--- config.mk ---
export PLATFORM = sky130hd
export DESIGN_NAME = uart_evt_irq
export DESIGN_NICKNAME = d
export VERILOG_FILES = /design/src/rtl/uart_evt_pkg.sv /design/src/rtl/uart_evt_flags.sv /design/src/rtl/uart_evt_chain.sv /design/src/rtl/uart_evt_ius.sv /design/src/rtl/uart_evt_irq.sv
export SDC_FILE = /design/constraint.sdc
export NUM_CORES = 1
export LEC_CHECK = 0
export BUFFER_PORTS_ARGS = -buffer_cell sky130_fd_sc_hd__buf_2
export CAP_MARGIN = 20
export CORE_MARGIN = 10
export CORE_UTILIZATION = 40
export CTS_BUF_LIST = sky130_fd_sc_hd__clkbuf_4 sky130_fd_sc_hd__clkbuf_8 sky130_fd_sc_hd__clkbuf_16
export DETAILED_ROUTE_END_ITERATION = 8
export GPL_TIMING_DRIVEN = 0
export PLACE_DENSITY_LB_ADDON = 0.12
export SYNTH_ARGS = -nofsm -noshare
export SYNTH_HDL_FRONTEND = slang
export SYNTH_HIERARCHICAL = 1
export SYNTH_SLANG_ARGS = --single-unit
--- constraint.sdc ---
create_clock -name clk_i -period 5.4 [get_ports clk_i]
set_clock_uncertainty 0.1 [all_clocks]
set_input_delay 0.54 -clock clk_i [delete_from_list [all_inputs] [get_ports clk_i]]
set_output_delay 0.54 -clock clk_i [all_outputs]
set_load 0.01 [all_outputs]
--- src/rtl/uart_evt_pkg.sv ---
package uart_evt_pkg;
  localparam int unsigned NUM_SRC = 7;
  localparam int unsigned STAT_W  = NUM_SRC + 1;
  // bit positions are the priority order: higher index wins
  localparam int unsigned SRC_THR = 6;
  localparam int unsigned SRC_TMO = 5;
  localparam int unsigned SRC_RBR = 4;
  localparam int unsigned SRC_MCR = 3;
  localparam int unsigned SRC_LCR = 2;
  localparam int unsigned SRC_DIV = 1;
  localparam int unsigned SRC_FCR = 0;
  typedef logic [NUM_SRC-1:0] src_vec_t;
endpackage

--- src/rtl/uart_evt_flags.sv ---
module uart_evt_flags
  import uart_evt_pkg::*;
#(
  parameter int unsigned N   = NUM_SRC,
  parameter int unsigned DIV = SRC_DIV
) (
  input  logic         clk_i,
  input  logic         rst_ni,
  input  logic [N-1:0] set_i,
  input  logic [N-1:0] clr_i,
  input  logic         div_lo_set_i,
  input  logic         div_hi_set_i,
  input  logic         div_lo_clr_i,
  input  logic         div_hi_clr_i,
  output logic [N-1:0] pend_o
);
  for (genvar g = 0; g < N; g++) begin : g_flag
    if (g == DIV) begin : g_div
      logic lo_q, hi_q;
      always_ff @(posedge clk_i or negedge rst_ni) begin
        if (!rst_ni) begin
          lo_q <= 1'b0;
          hi_q <= 1'b0;
        end else begin
          lo_q <= (lo_q & ~div_lo_clr_i) | div_lo_set_i;
          hi_q <= (hi_q & ~div_hi_clr_i) | div_hi_set_i;
        end
      end
      assign pend_o[g] = lo_q | hi_q;
    end else begin : g_std
      logic q;
      always_ff @(posedge clk_i or negedge rst_ni) begin
        if (!rst_ni) q <= 1'b0;
        else         q <= (q & ~clr_i[g]) | set_i[g];
      end
      assign pend_o[g] = q;
    end
  end
endmodule

--- src/rtl/uart_evt_chain.sv ---
module uart_evt_chain #(
  parameter int unsigned N = 7
) (
  input  logic [N-1:0] req_i,
  input  logic [N-1:0] ius_i,
  input  logic         chain_en_i,
  output logic [N-1:0] win_o,
  output logic         irq_o,
  output logic         chain_en_o
);
  // en[k] is the enable leaving stage k; en[N] is the chain input
  logic [N:0] en;
  assign en[N] = chain_en_i;
  for (genvar g = N - 1; g >= 0; g--) begin : g_stage
    assign en[g]    = en[g+1] & ~(req_i[g] | ius_i[g]);
    assign win_o[g] = en[g+1] & req_i[g] & ~ius_i[g];
  end
  assign irq_o      = |win_o;
  assign chain_en_o = en[0];
endmodule

--- src/rtl/uart_evt_ius.sv ---
module uart_evt_ius #(
  parameter int unsigned N = 7
) (
  input  logic         clk_i,
  input  logic         rst_ni,
  input  logic         ack_i,
  input  logic [N-1:0] win_i,
  input  logic         retire_i,
  output logic [N-1:0] ius_o
);
  logic [N-1:0] ius_q, top_set;
  logic [N:0]   above;

  assign above[N] = 1'b0;
  for (genvar g = N - 1; g >= 0; g--) begin : g_top
    assign above[g]   = above[g+1] | ius_q[g];
    assign top_set[g] = ius_q[g] & ~above[g+1];
  end

  always_ff @(posedge clk_i or negedge rst_ni) begin
    if (!rst_ni) ius_q <= '0;
    else ius_q <= (ius_q & ~(top_set & {N{retire_i}})) | (win_i & {N{ack_i}});
  end

  assign ius_o = ius_q;
endmodule

--- src/rtl/uart_evt_irq.sv ---
module uart_evt_irq
  import uart_evt_pkg::*;
(
  input  logic               clk_i,
  input  logic               rst_ni,
  input  logic               host_thr_wr_i,
  input  logic               local_thr_rd_i,
  input  logic               tx_timeout_i,
  input  logic               tx_fifo_access_i,
  input  logic               host_rbr_rd_i,
  input  logic               local_rbr_wr_i,
  input  logic               host_mcr_wr_i,
  input  logic               local_mcr_rd_i,
  input  logic               host_lcr_wr_i,
  input  logic               local_lcr_rd_i,
  input  logic               host_dll_wr_i,
  input  logic               host_dlm_wr_i,
  input  logic               local_dll_rd_i,
  input  logic               local_dlm_rd_i,
  input  logic               host_fcr_wr_i,
  input  logic               tx_overrun_i,
  input  logic               local_fcr_rd_i,
  input  logic [NUM_SRC-1:0] src_en_i,
  input  logic               chain_en_i,
  input  logic               int_ack_i,
  input  logic               retire_wr_i,
  input  logic               retire_bit_i,
  output logic [STAT_W-1:0]  status_o,
  output logic               irq_o,
  output logic               chain_en_o
);
  src_vec_t set_v, clr_v, pend, req, win, ius;

  always_comb begin
    set_v = '0;
    clr_v = '0;
    set_v[SRC_THR] = host_thr_wr_i;
    clr_v[SRC_THR] = local_thr_rd_i;
    set_v[SRC_TMO] = tx_timeout_i;
    clr_v[SRC_TMO] = tx_fifo_access_i;
    set_v[SRC_RBR] = host_rbr_rd_i;
    clr_v[SRC_RBR] = local_rbr_wr_i;
    set_v[SRC_MCR] = host_mcr_wr_i;
    clr_v[SRC_MCR] = local_mcr_rd_i;
    set_v[SRC_LCR] = host_lcr_wr_i;
    clr_v[SRC_LCR] = local_lcr_rd_i;
    set_v[SRC_FCR] = host_fcr_wr_i | tx_overrun_i;
    clr_v[SRC_FCR] = local_fcr_rd_i;
  end

  uart_evt_flags #(.N(NUM_SRC), .DIV(SRC_DIV)) u_flags (
    .clk_i        (clk_i),
    .rst_ni       (rst_ni),
    .set_i        (set_v),
    .clr_i        (clr_v),
    .div_lo_set_i (host_dll_wr_i),
    .div_hi_set_i (host_dlm_wr_i),
    .div_lo_clr_i (local_dll_rd_i),
    .div_hi_clr_i (local_dlm_rd_i),
    .pend_o       (pend)
  );

  assign req = pend & src_en_i;

  uart_evt_chain #(.N(NUM_SRC)) u_chain (
    .req_i      (req),
    .ius_i      (ius),
    .chain_en_i (chain_en_i),
    .win_o      (win),
    .irq_o      (irq_o),
    .chain_en_o (chain_en_o)
  );

  uart_evt_ius #(.N(NUM_SRC)) u_ius (
    .clk_i    (clk_i),
    .rst_ni   (rst_ni),
    .ack_i    (int_ack_i),
    .win_i    (win),
    .retire_i (retire_wr_i & retire_bit_i),
    .ius_o    (ius)
  );

  assign status_o = {|ius, pend};
endmodule

==> results.py <==
metrics = {
    "layout": {
        "utilization_pct": 53.06,
        "final_cell_mix": "buf_2 (39), dfrtp_1 (15), inv_1 (14), nand2_1 (10)",
        "diodes": 0,
        "syn2layout_area_growth_pct": 29.21,
        "stdcell_count": 168,
        "drive_gt1_share_pct": 44.29,
        "nets": 171,
        "final_common_cell": "buf_2",
        "fillers": 224,
    },
    "drt": {
        "via_per_inst": 4.661,
        "wl_per_cell_um": 12.58,
        "dr_total_vias": 783,
        "drc": 0,
        "drtPass1Iterations": 4,
        "ant_nets": 0,
        "totalWireLength_mm": 2.114,
        "drt_first_iter_violations": 29,
    },
    "clocking": {
        "insertion_delay_ps": 280,
        "htreeDepth": 1,
        "clock_path_buffers": 2,
        "numCtsBuffers": 3,
        "post_cts_buffers": 0,
        "path_clk_slew_ps": 80,
        "cts.sinks": 15,
        "hold_buffers": 0,
        "root_buffer": "clkbuf_4",
        "cts_tree": "done",
        "cts_resized": 0,
    },
    "grt": {
        "antenna_found_initial": 0,
        "grt_max_degree": 16,
        "first_global_vias": 851,
        "overflow": 0,
        "grt_pass1_wl_mm": 3.663,
        "track_usage_pct": 10.44,
    },
    "floorplanning": {
        "dieArea_sq_mm": 0.004515,
        "die_w_um": 67.19,
        "io_pins": 40,
        "core_area_sq_mm": 0.002170,
        "row_count": 17,
        "start_util_pct": 41.06,
        "die_y_um": 67.19,
    },
    "sta": {
        "post-route-period-util_pct": 52.20,
        "slew_headroom_pct": 76.75,
        "hold_viol": 0,
        "finalSetupViolCount": 0,
        "fin_hold_ws_ps": 56.32,
        "rsz0062_at_grt": "no",
        "fmax_ghz": 0.3548,
        "tightest_slew_ps": 348.7,
        "final_max_slew_viol_count": 0,
        "period_minus_slack_ps": 2819,
        "setup-tns-final_ps": 0,
    },
    "power_and_ir_drop": {
        "switching_share_pct": 30.02,
        "clockPowerShare_pct": 24.1,
        "total_power_mw": 0.2782,
        "share_seq_of_total_power_pct": 49.8,
        "power.density_mw_per_mm2": 241.7,
        "ir_drop_uv": 179.9,
        "leakagePower_nw": 0.6032,
        "p_comb_share_pct": 26.1,
        "p_int_mw": 0.1947,
        "switching_power_mw": 0.08352,
    },
    "setup_path": {
        "cp.arrival_ps": 2180,
        "critPathCaptureType": "output port",
        "worst-setup-path-type": "flop to output port",
        "crit_fanout": 4,
        "start_kind": "flop",
        "required_ps": 4760,
    },
    "yosys": {
        "syn_area_sq_um": 890.9,
        "synth.net_count": 127,
        "syn_area_per_cell_sq_um": 9.184,
        "synth_cells": 97,
        "yosys_warnings": 6,
    },
    "placed_design": {
        "dp.cells": 164,
        "port_buffers": 39,
        "gp_congestion": 0.7728,
        "dp_hpwl_mm": 1.752,
    },
    "worst_hold_path": {
        "hold_class": "input pin to async pin",
    },
    "run_status": {
        "status": "completed",
    },
    "job": {
        "drv_cap": 0,
    },
}
worst paths after layout:
check / from / endpoint / slack [ps] / depth (start not counted)
hold reg to reg: u_flags/g_flag[1].g_div.lo_q / u_flags/g_flag[1].g_div.lo_q / 370 / 1
setup / recovery: u_flags/g_flag[6].g_std.q / chain_en_o / 2580 / 7
hold / removal: rst_ni / u_ius/ius_o[0] / 60 / 1
min in group clk_i: host_lcr_wr_i / u_flags/g_flag[2].g_std.q / 330 / 2
max in group asynchronous: rst_ni / u_ius/ius_o[1] / 4890 / 1
setup reg to reg: u_flags/g_flag[6].g_std.q / u_ius/ius_o[2] / 3320 / 8
through the flow:
stage               area [sq um]  setup slack (ps)
floorplan                  890.9              2993
global placement            1121              2749
detailed placement          1121              2768
CTS                         1151              2555
global route                1151              2389
finish                      1151              2581
flip-flops by register name, summed over array words and instances, names as in the netlist:
signal,cells
u_ius/ius_o,7
u_flags/g_flag.g_std.q,6
u_flags/g_flag.g_div.hi_q,1
u_flags/g_flag.g_div.lo_q,1
power groups by stage:
stage / logic [mW] / clock network (mW) / registers [mW]
4_1_cts: 0.0741 / 0.0726 / 0.138
3_3_place_gp: 0.0723 / 0 / 0.140
5_1_grt: 0.0841 / 0.0783 / 0.141
2_1_floorplan: 0.0469 / 0 / 0.137
3_5_place_dp: 0.0737 / 0 / 0.141
6_report: 0.0726 / 0.0670 / 0.139
layout make-up:
class                      instances  area [sq um]  area share (%)
timing repair buffer              39         195.2           16.96
buffer                             6         45.04           3.913
multi-input combinational         62         417.9           36.30
sequential                        15         375.4           32.61
clock buffer                       4         30.03           2.609
tap                               28         35.03           3.043
inverter                          14         52.55           4.565
worst max-delay path, stage by stage (launching register included):
cell and delay [ps]:
dfrtp_1 390, buf_4 130, and2_1 170, or4b_4 560
nor3_4 210, nand3_2 140, nor4_2 140, buf_2 160
routing by layer:
layer  GRT usage (%)  share of wire (%)  vias up
met5               0                  0        -
met3           4.959                9.2        2
met4           5.385               0.80        0
met1           11.33                 40      354
met2           16.71                 50       23
li1                -                  -      404
Power figures use the tool's default switching activity.
